`src/rtl/tbp_pkg.sv`:
```
`timescale 1ns/1ps
package tbp_pkg;

   typedef enum logic [1:0] {
      PH_IDLE    = 2'd0,
      PH_POLL    = 2'd1,
      PH_RECHECK = 2'd2,
      PH_RSTCMD  = 2'd3
   } phase_t;

   typedef enum logic [1:0] {
      RD_IDLE   = 2'd0,
      RD_FIRST  = 2'd1,
      RD_SECOND = 2'd2
   } rdst_t;

   typedef struct packed {
      logic toggled;
      logic timeout;
   } pair_res_t;

endpackage

```
`src/rtl/tbp_read_pair.sv`:
```
`timescale 1ns/1ps
module tbp_read_pair
   import tbp_pkg::*;
#(
   parameter int DATA_W      = 8,
   parameter int TOGGLE_IDX  = 6,
   parameter int TIMEOUT_IDX = 5
) (
   input  logic              clk,
   input  logic              rst_n,
   input  logic              go_i,
   output logic              rd_req_o,
   input  logic              rd_ack_i,
   input  logic [DATA_W-1:0] rd_data_i,
   output logic              pair_done_o,
   output pair_res_t         res_o
);

   rdst_t     st_q, st_d;
   logic      first_bit_q;
   logic      done_q;
   pair_res_t res_q;
   logic      hs;
   logic      unused_bits;

   assign unused_bits = ^rd_data_i;
   assign hs          = rd_req_o & rd_ack_i;

   always_comb begin
      st_d = st_q;
      unique case (st_q)
         RD_IDLE:   if (go_i) st_d = RD_FIRST;
         RD_FIRST:  if (rd_ack_i) st_d = RD_SECOND;
         RD_SECOND: if (rd_ack_i) st_d = RD_IDLE;
         default:   st_d = RD_IDLE;
      endcase
   end

   always_ff @(posedge clk or negedge rst_n) begin
      if (!rst_n) begin
         st_q        <= RD_IDLE;
         first_bit_q <= 1'b0;
         done_q      <= 1'b0;
         res_q       <= '0;
      end else begin
         st_q   <= st_d;
         done_q <= 1'b0;
         if (hs && st_q == RD_FIRST) first_bit_q <= rd_data_i[TOGGLE_IDX];
         if (hs && st_q == RD_SECOND) begin
            res_q.toggled <= rd_data_i[TOGGLE_IDX] ^ first_bit_q;
            res_q.timeout <= rd_data_i[TIMEOUT_IDX];
            done_q        <= 1'b1;
         end
      end
   end

   assign rd_req_o    = (st_q != RD_IDLE);
   assign pair_done_o = done_q;
   assign res_o       = res_q;

   // a pending read request stays up until acknowledged
   assert_req_hold_R1: assert property (@(posedge clk) disable iff (!rst_n)
      (rd_req_o && !rd_ack_i) |=> rd_req_o);

   // a new pair is only launched when no read is outstanding
   assert_go_when_idle_R1: assert property (@(posedge clk) disable iff (!rst_n)
      go_i |-> (st_q == RD_IDLE));

   // completion flag follows the second acknowledge
   assert_pair_after_ack_R1: assert property (@(posedge clk) disable iff (!rst_n)
      pair_done_o |-> $past(rd_ack_i));

endmodule

```
`src/rtl/tbp_poll_limit.sv`:
```
`timescale 1ns/1ps
module tbp_poll_limit #(
   parameter int MAX_POLLS = 0
) (
   input  logic clk,
   input  logic rst_n,
   input  logic clr_i,
   input  logic inc_i,
   output logic last_o
);

   localparam int LIM   = (MAX_POLLS > 0) ? MAX_POLLS : 1;
   localparam int CNT_W = $clog2(LIM + 1);

   generate
      if (MAX_POLLS == 0) begin : g_unbounded
         logic unused_tie;
         assign unused_tie = ^{clk, rst_n, clr_i, inc_i};
         assign last_o     = 1'b0;
      end else begin : g_bounded
         logic [CNT_W-1:0] cnt_q;
         logic             at_last;

         assign at_last = (cnt_q == CNT_W'(LIM - 1));
         assign last_o  = at_last;

         always_ff @(posedge clk or negedge rst_n) begin
            if (!rst_n)                cnt_q <= '0;
            else if (clr_i)            cnt_q <= '0;
            else if (inc_i && !at_last) cnt_q <= cnt_q + 1'b1;
         end

         // counter never runs past the configured cap
         assert_cnt_bound_R8: assert property (@(posedge clk) disable iff (!rst_n)
            cnt_q < CNT_W'(LIM));
      end
   endgenerate

endmodule

```
`src/rtl/tbp_seq.sv`:
```
`timescale 1ns/1ps
module tbp_seq
   import tbp_pkg::*;
(
   input  logic      clk,
   input  logic      rst_n,
   input  logic      start_i,
   input  logic      pair_done_i,
   input  pair_res_t res_i,
   input  logic      last_i,
   input  logic      cmd_ack_i,
   output logic      go_o,
   output logic      clr_o,
   output logic      inc_o,
   output logic      cmd_req_o,
   output logic      done_o,
   output logic      fail_o,
   output logic      busy_o,
   output phase_t    phase_o
);

   phase_t ph_q, ph_d;
   logic   done_d, fail_d, done_q, fail_q;

   always_comb begin
      ph_d   = ph_q;
      go_o   = 1'b0;
      clr_o  = 1'b0;
      inc_o  = 1'b0;
      done_d = 1'b0;
      fail_d = 1'b0;
      unique case (ph_q)
         PH_IDLE: begin
            if (start_i) begin
               ph_d  = PH_POLL;
               go_o  = 1'b1;
               clr_o = 1'b1;
            end
         end
         PH_POLL: begin
            if (pair_done_i) begin
               inc_o = 1'b1;
               if (!res_i.toggled) begin
                  done_d = 1'b1;
                  ph_d   = PH_IDLE;
               end else if (res_i.timeout) begin
                  go_o = 1'b1;
                  ph_d = PH_RECHECK;
               end else if (last_i) begin
                  ph_d = PH_RSTCMD;
               end else begin
                  go_o = 1'b1;
               end
            end
         end
         PH_RECHECK: begin
            if (pair_done_i) begin
               if (!res_i.toggled) begin
                  done_d = 1'b1;
                  ph_d   = PH_IDLE;
               end else begin
                  ph_d = PH_RSTCMD;
               end
            end
         end
         PH_RSTCMD: begin
            if (cmd_ack_i) begin
               fail_d = 1'b1;
               ph_d   = PH_IDLE;
            end
         end
         default: ph_d = PH_IDLE;
      endcase
   end

   always_ff @(posedge clk or negedge rst_n) begin
      if (!rst_n) begin
         ph_q   <= PH_IDLE;
         done_q <= 1'b0;
         fail_q <= 1'b0;
      end else begin
         ph_q   <= ph_d;
         done_q <= done_d;
         fail_q <= fail_d;
      end
   end

   assign cmd_req_o = (ph_q == PH_RSTCMD);
   assign busy_o    = (ph_q != PH_IDLE);
   assign done_o    = done_q;
   assign fail_o    = fail_q;
   assign phase_o   = ph_q;

   // result pulses last one cycle and are exclusive
   assert_done_pulse_R6: assert property (@(posedge clk) disable iff (!rst_n)
      done_o |=> !done_o);
   assert_fail_pulse_R6: assert property (@(posedge clk) disable iff (!rst_n)
      fail_o |=> !fail_o);
   assert_excl_R6: assert property (@(posedge clk) disable iff (!rst_n)
      !(done_o && fail_o));

   // failure is reported only after the reset write was acknowledged
   assert_fail_after_cmd_R5: assert property (@(posedge clk) disable iff (!rst_n)
      fail_o |-> $past(cmd_req_o && cmd_ack_i));

   // reset write request holds until acknowledged
   assert_cmd_hold_R5: assert property (@(posedge clk) disable iff (!rst_n)
      (cmd_req_o && !cmd_ack_i) |=> cmd_req_o);

   // a start while busy does not clear the cap counter
   assert_start_ignored_R7: assert property (@(posedge clk) disable iff (!rst_n)
      busy_o |-> !clr_o);

endmodule

```
`src/rtl/tbp_poll_ctrl.sv`:
```
`timescale 1ns/1ps
module tbp_poll_ctrl
   import tbp_pkg::*;
#(
   parameter int DATA_W      = 8,
   parameter int TOGGLE_IDX  = 6,
   parameter int TIMEOUT_IDX = 5,
   parameter int MAX_POLLS   = 0
) (
   input  logic              clk,
   input  logic              rst_n,
   input  logic              start_i,
   output logic              rd_req_o,
   input  logic              rd_ack_i,
   input  logic [DATA_W-1:0] rd_data_i,
   output logic              rst_cmd_req_o,
   input  logic              rst_cmd_ack_i,
   output logic              done_o,
   output logic              fail_o,
   output logic              busy_o
);

   initial begin
      assert (DATA_W >= 2) else $error("DATA_W must be at least 2");
      assert (TOGGLE_IDX >= 0 && TOGGLE_IDX < DATA_W) else $error("TOGGLE_IDX out of range");
      assert (TIMEOUT_IDX >= 0 && TIMEOUT_IDX < DATA_W) else $error("TIMEOUT_IDX out of range");
      assert (TOGGLE_IDX != TIMEOUT_IDX) else $error("status bit indices must differ");
      assert (MAX_POLLS >= 0) else $error("MAX_POLLS must not be negative");
   end

   logic      go, clr, inc, last, pair_done;
   pair_res_t res;
   phase_t    phase;

   tbp_read_pair #(
      .DATA_W     (DATA_W),
      .TOGGLE_IDX (TOGGLE_IDX),
      .TIMEOUT_IDX(TIMEOUT_IDX)
   ) u_pair (
      .clk        (clk),
      .rst_n      (rst_n),
      .go_i       (go),
      .rd_req_o   (rd_req_o),
      .rd_ack_i   (rd_ack_i),
      .rd_data_i  (rd_data_i),
      .pair_done_o(pair_done),
      .res_o      (res)
   );

   tbp_poll_limit #(.MAX_POLLS(MAX_POLLS)) u_limit (
      .clk   (clk),
      .rst_n (rst_n),
      .clr_i (clr),
      .inc_i (inc),
      .last_o(last)
   );

   tbp_seq u_seq (
      .clk        (clk),
      .rst_n      (rst_n),
      .start_i    (start_i),
      .pair_done_i(pair_done),
      .res_i      (res),
      .last_i     (last),
      .cmd_ack_i  (rst_cmd_ack_i),
      .go_o       (go),
      .clr_o      (clr),
      .inc_o      (inc),
      .cmd_req_o  (rst_cmd_req_o),
      .done_o     (done_o),
      .fail_o     (fail_o),
      .busy_o     (busy_o)
      ,.phase_o   (phase)
   );

   // no status read is outstanding while the sequencer is idle
   assert_idle_no_read_R7: assert property (@(posedge clk) disable iff (!rst_n)
      (phase == PH_IDLE) |-> !rd_req_o);

   // a toggling pair with the time-limit flag set leads to a recheck
   assert_recheck_R4: assert property (@(posedge clk) disable iff (!rst_n)
      (pair_done && phase == PH_POLL && res.toggled && res.timeout) |=> (phase == PH_RECHECK));

   // a toggling pair with the flag clear keeps polling or hits the cap
   assert_repoll_R3: assert property (@(posedge clk) disable iff (!rst_n)
      (pair_done && phase == PH_POLL && res.toggled && !res.timeout)
         |=> (rd_req_o || rst_cmd_req_o));

   // a steady pair never leads to a reset write
   assert_steady_done_R2: assert property (@(posedge clk) disable iff (!rst_n)
      (pair_done && !res.toggled && phase != PH_IDLE) |=> (done_o && !rst_cmd_req_o));

endmodule

```
`config.mk`:
```
export PLATFORM = sky130hd
export DESIGN_NAME = tbp_poll_ctrl
export DESIGN_NICKNAME = d
export VERILOG_FILES = /design/src/rtl/tbp_pkg.sv /design/src/rtl/tbp_read_pair.sv /design/src/rtl/tbp_poll_limit.sv /design/src/rtl/tbp_seq.sv /design/src/rtl/tbp_poll_ctrl.sv
export SDC_FILE = /design/constraint.sdc
export NUM_CORES = 1
export LEC_CHECK = 0
export ABC_AREA = 1
export BUFFER_PORTS_ARGS = -buffer_cell sky130_fd_sc_hd__buf_2
export CAP_MARGIN = 20
export CORE_UTILIZATION = 30
export DETAILED_ROUTE_END_ITERATION = 7
export MAX_ROUTING_LAYER = met4
export PLACE_DENSITY = 0.51
export SYNTH_ARGS = -nofsm -noshare
export SYNTH_HDL_FRONTEND = slang
export SYNTH_SLANG_ARGS = --single-unit
```
`constraint.sdc`:
```
create_clock -name clk -period 2.2 [get_ports clk]
set_clock_uncertainty 0.2 [all_clocks]
set_input_delay 0.44 -clock clk [delete_from_list [all_inputs] [get_ports clk]]
set_output_delay 0.44 -clock clk [all_outputs]
set_load 0.005 [all_outputs]
```
# ---- Word-level counts from Yosys, hierarchy flattened
# Index checks and enable logic that the tools add are counted.
dict set report totals {
  ram_bits 0
  input_bits 13
  regBits 10
  n_memories 0
  output_inout_bits 5
  latch_bits 0
  rom_bits 0
}
dict set report op_classes {
  order_cmp 0
  reduce_logical 9
  mux 22
  add_sub_neg 0
  bitwise_logic 2
  shift 0
  eq_ne 13
  multipliers 0
  n_div 0
}
# op n
set op_table {}
lappend op_table {{$mux 2} 10}
lappend op_table {{$ne 2x2->1 const B} 6}
lappend op_table {{$mux 1} 9}
lappend op_table {{$pmux 2 s4} 1}
lappend op_table {{$eq 2x2->1 const B} 3}
lappend op_table {{$pmux 2 s3} 1}
lappend op_table {{$reduce_and 5->1} 1}
lappend op_table {{$eq 2x1->1 const B} 2}
lappend op_table {{$logic_not 2->1} 2}
lappend op_table {{$reduce_bool 2->1} 2}
lappend op_table {{$ne 3x3->1 const B} 1}
lappend op_table {{$reduce_and 3->1} 1}
lappend op_table {{$logic_and 1x1->1} 2}
lappend op_table {{$ne 2x1->1 const B} 1}
lappend op_table {{$pmux 1 s2} 1}
lappend op_table {{$reduce_or 2->1} 1}
lappend op_table {{$and 1x1->1} 1}
lappend op_table {{$xor 1x1->1} 1}

# ---- Longest topological paths before layout
dict set report logic_depth {
  word_depth 5
  depth_mapped 8
}

# ---- Hierarchy
# From an unflattened synthesis, not the netlist that was laid out.
dict set report unflattened {
  hier_cells 87
  area_unflattened_um2 635.6
}
# mod area_per_inst_um2 cells_per_inst seq_area_each_um2 n_inst
set by_module_without_submodules {}
lappend by_module_without_submodules {tbp_seq 350.3 53 100.1 1}
lappend by_module_without_submodules {tbp_read_pair 274.0 32 150.1 1}
lappend by_module_without_submodules {tbp_poll_limit 11.3 2 0.0 1}

# ---- Worst setup path after synthesis
# Ideal clock, no wire load.
dict set report synth_path {
  path_type {register -> output}
  start {register u_seq.ph_q[0] (netlist: u_seq.phase_o[0])}
  end {output busy_o}
  t_arrival_ns 0.727
  required_ns 1.560
  path_stages_with_launch 4
  setup_slack_ns 0.833
  path_buffers 0
  cell_sequence {dfrtp_1 -> inv_1 -> ha_1 -> inv_1}
}
dict set report synth_via {
  elab_chain_cells 1
}
# item line
set synth_lines {}
lappend synth_lines {{start, declared} tbp_seq.sv:22} ;# phase_t ph_q, ph_d;
lappend synth_lines {{start signal, assigned} tbp_seq.sv:82} ;# ph_q <= ph_d;
lappend synth_lines {{$reduce_bool 2->1} tbp_seq.sv:89} ;# assign busy_o = (ph_q != PH_IDLE);
lappend synth_lines {{end, declared} tbp_poll_ctrl.sv:20} ;# output logic busy_o
# No other way between the ends.

# ---- Final worst setup path
# Same ends and word-level chain as after synthesis.

==> results by group <==
Worst hold path
  – Hold depth: 3
  – Min-delay worst type: primary input to flop
  – Hold endpoint: u_pair.res_o[0]
  – Hold_sp: rd_data_i[5]

Yosys
  – Post-synth EDFFs: 0
  – Main synth FF type: dfrtp_1
  – Syn. warnings: 0
  – Top-count cell post-synth: nand2_1
  – Net Count, Synth: 86
  – Post-synth top cells: 22 x nand2_1, 10 x dfrtp_1, 9 x inv_1, 5 x ha_1, 4 x nor2_2
  – Seq cells post-synth: 10
  – Leading area contributor after synthesis: dfrtp_1
  – Sequential area share after synthesis: 0.4474
  – Post-Syn Area: 559.3 sq um
  – Synth top area share: 0.4474
  – Syn_area_per_cell: 8.225 sq um
  – Mapped Cells: 68
  – Distinct cells, synth: 14
  – Share of flip-flops with an asynchronous set or reset: 1.000
  – Synth top area cells: dfrtp_1 45%, nand2_1 15%, ha_1 11%, inv_1 6.0%, nor2_2 4.5%

Power
  – Leakage dissipation: 0.0003790 uW
  – Power Density: 1097 nW/um^2
  – VDD IR max: 0.0004479 V

GRT
  – Grt total ovfl: 0
  – Largest net degree at the start of global routing: 11
  – Vias in the first global route: 393
  – First-pass GRT wire length: 1.593 mm
  – GRT Overall Usage: 0.1187
  – Initial antenna violation count: 0

Worst setup path
  – WP data required: 1.56 ns
  – Crit path DAT: 1.18 ns
  – CP Max Fanout: 4
  – FF-to-FF setup slack: 0.74 ns
  – Critical path type: flop to primary output
  – CP Capture Type: primary output
  – Worst R2R Start: u_seq.phase_o[1]
  – Reg-to-Reg End: u_seq.phase_o[1]
  – Register-to-Register Path Depth: 8
  – CP Launch Type: flop

Final layout
  – Area Growth Syn to Fin: 21.25%
  – Non-filler instance count after layout: 108
  – Final nets: 103
  – Diode count: 0
  – Fraction of layout cells with a size suffix above 1: 0.2892
  – Final Instance Area: 678.2 sq um
  – Final Core Density: 0.3885

Flow run
  – Maxcap violations: 0

Drt
  – Final ANT Viol Nets: 0
  – Vias: 426
  – First-pass DRT Iterations: 4
  – Drt total wl: 929 microns
  – DRC Markers: 0
  – Wire length per cell: 8.602 microns
  – DR vias/cell: 3.944
  – DRT iter0 DRCs: 8

Clocking
  – Post CTS Setup Buffer Count: 0
  – Post-CTS sizing: 0
  – Clock-pin slew on the worst setup and hold paths: 0.06 ns
  – Clock Tree Buf Depth: 2
  – Clk sinks: 10
  – CTS Buf Count: 3
  – CTS tree: built
  – Hold bufs inserted after CTS: 1
  – Root buf cell: clkbuf_4
  – Clock Latency Late Sink: 0.26 ns
  – H-tree levels: 1

STA
  – Max frequency: 548.3 MHz
  – RSZ-0062 raised after global routing: false
  – Final Max Tran Viols: 0
  – Final Hold Violating Endpoints: 0
  – # setup viols final: 0
  – Hold Slack: 0.1814 ns
  – Worst-Margin Slew: 0.2399 ns
  – Setup TNS: 0 ns
  – Fin crit share: 0.8290
  – Period minus WS final: 1.824 ns
  – Slew HR: 0.8401

Floorplan
  – Die Ht: 45.18 microns
  – Core area: 1745 sq um
  – DIE AREA: 2041 sq um
  – # IOs: 18
  – Initial Util: 0.3204
  – Row Count: 15
  – Chip width: 45.18 microns

Run status
  – Status: finished, final reports clean

Placement
  – Placed Cells: 104
  – DP Wirelength: 722.5 microns
  – # port buffers: 11
  – Cell Area, Placed: 645.6 sq um
  – RePlAce Congestion: 0.7068
[final cells by class]
class	count	area [sq um]
fill	190	1067
sequential	10	250.2
timing repair buffer	12	65.06
multi-input combinational	48	271.5
tap	25	31.28
clock buffer	3	22.52
inverter	10	37.54
[metal layers]
layer / wire, microns / vias up / global-route usage / share of wire
met1: 499 / 182 / 0.1514 / 0.54
li1: - / 236 / - / -
met3: 35 / 2 / 0.02400 / 0.038
met4: 12 / 0 / 0.09091 / 0.013
met5: 0 / - / - / 0
met2: 381 / 6 / 0.1623 / 0.41
[through the flow]
step / setup slack (ns) / power, uW
after global placement: 0.6676 / 623.2
after detailed placement: 0.6566 / 625.8
after floorplan: 0.8328 / 539.4
final: 0.3762 / 743.8
after CTS: 0.3651 / 754.5
after global routing: 0.3030 / 821.9
[power by group]
group | total (uW) | switching [uW] | internal (uW)
combinational | 325 | 194 | 131
clock | 123 | 60.4 | 63.1
sequential | 295 | 51.0 | 244
[sequential cells by signal, indices dropped and copies added (netlist names)]
register            flops
u_pair.st_q             2
u_pair.first_bit_q      1
u_pair.pair_done_o      1
u_seq.fail_o            1
u_seq.phase_o           2
u_pair.res_o            2
u_seq.done_o            1
[cells by family after synthesis]
family,count (synthesis),share of synthesized area
AOI/OAI and AO/OA,5,0.04472
xor gates and xnor gates,1,0.01566
adders and majority gates,5,0.1119
buffers and inverters,10,0.06710
DFF,10,0.4474
and+or+nand+nor,37,0.3132
[worst max-delay path, cell delays in order, from the launching register on]
cell,delay [ns]
dfrtp_1,0.42
inv_1,0.10
ha_1,0.22
inv_1,0.08
buf_2,0.11
[cell usage in the layout, fill, tap and decap left out, drive strengths merged]
cell / n
nand2: 25
nand3: 3
xor2: 1
a21oi: 1
buf: 11
ha: 5
clkbuf: 3
dfrtp: 10
dlygate4sd3: 1
o21ai: 4
inv: 10
nor2: 9
[how the worst max path moves through the flow]
stage                          start      to  slack [ns]  depth (start not counted)
floorplan           u_seq.phase_o[0]  busy_o        0.83                          3
global placement    u_seq.phase_o[0]  busy_o        0.67                          4
detailed placement  u_seq.phase_o[0]  busy_o        0.66                          4
CTS                 u_seq.phase_o[0]  busy_o        0.37                          4
global route        u_seq.phase_o[0]  busy_o        0.30                          4
finish              u_seq.phase_o[0]  busy_o        0.38                          4
Note: power is estimated with default switching activity, not from simulation.
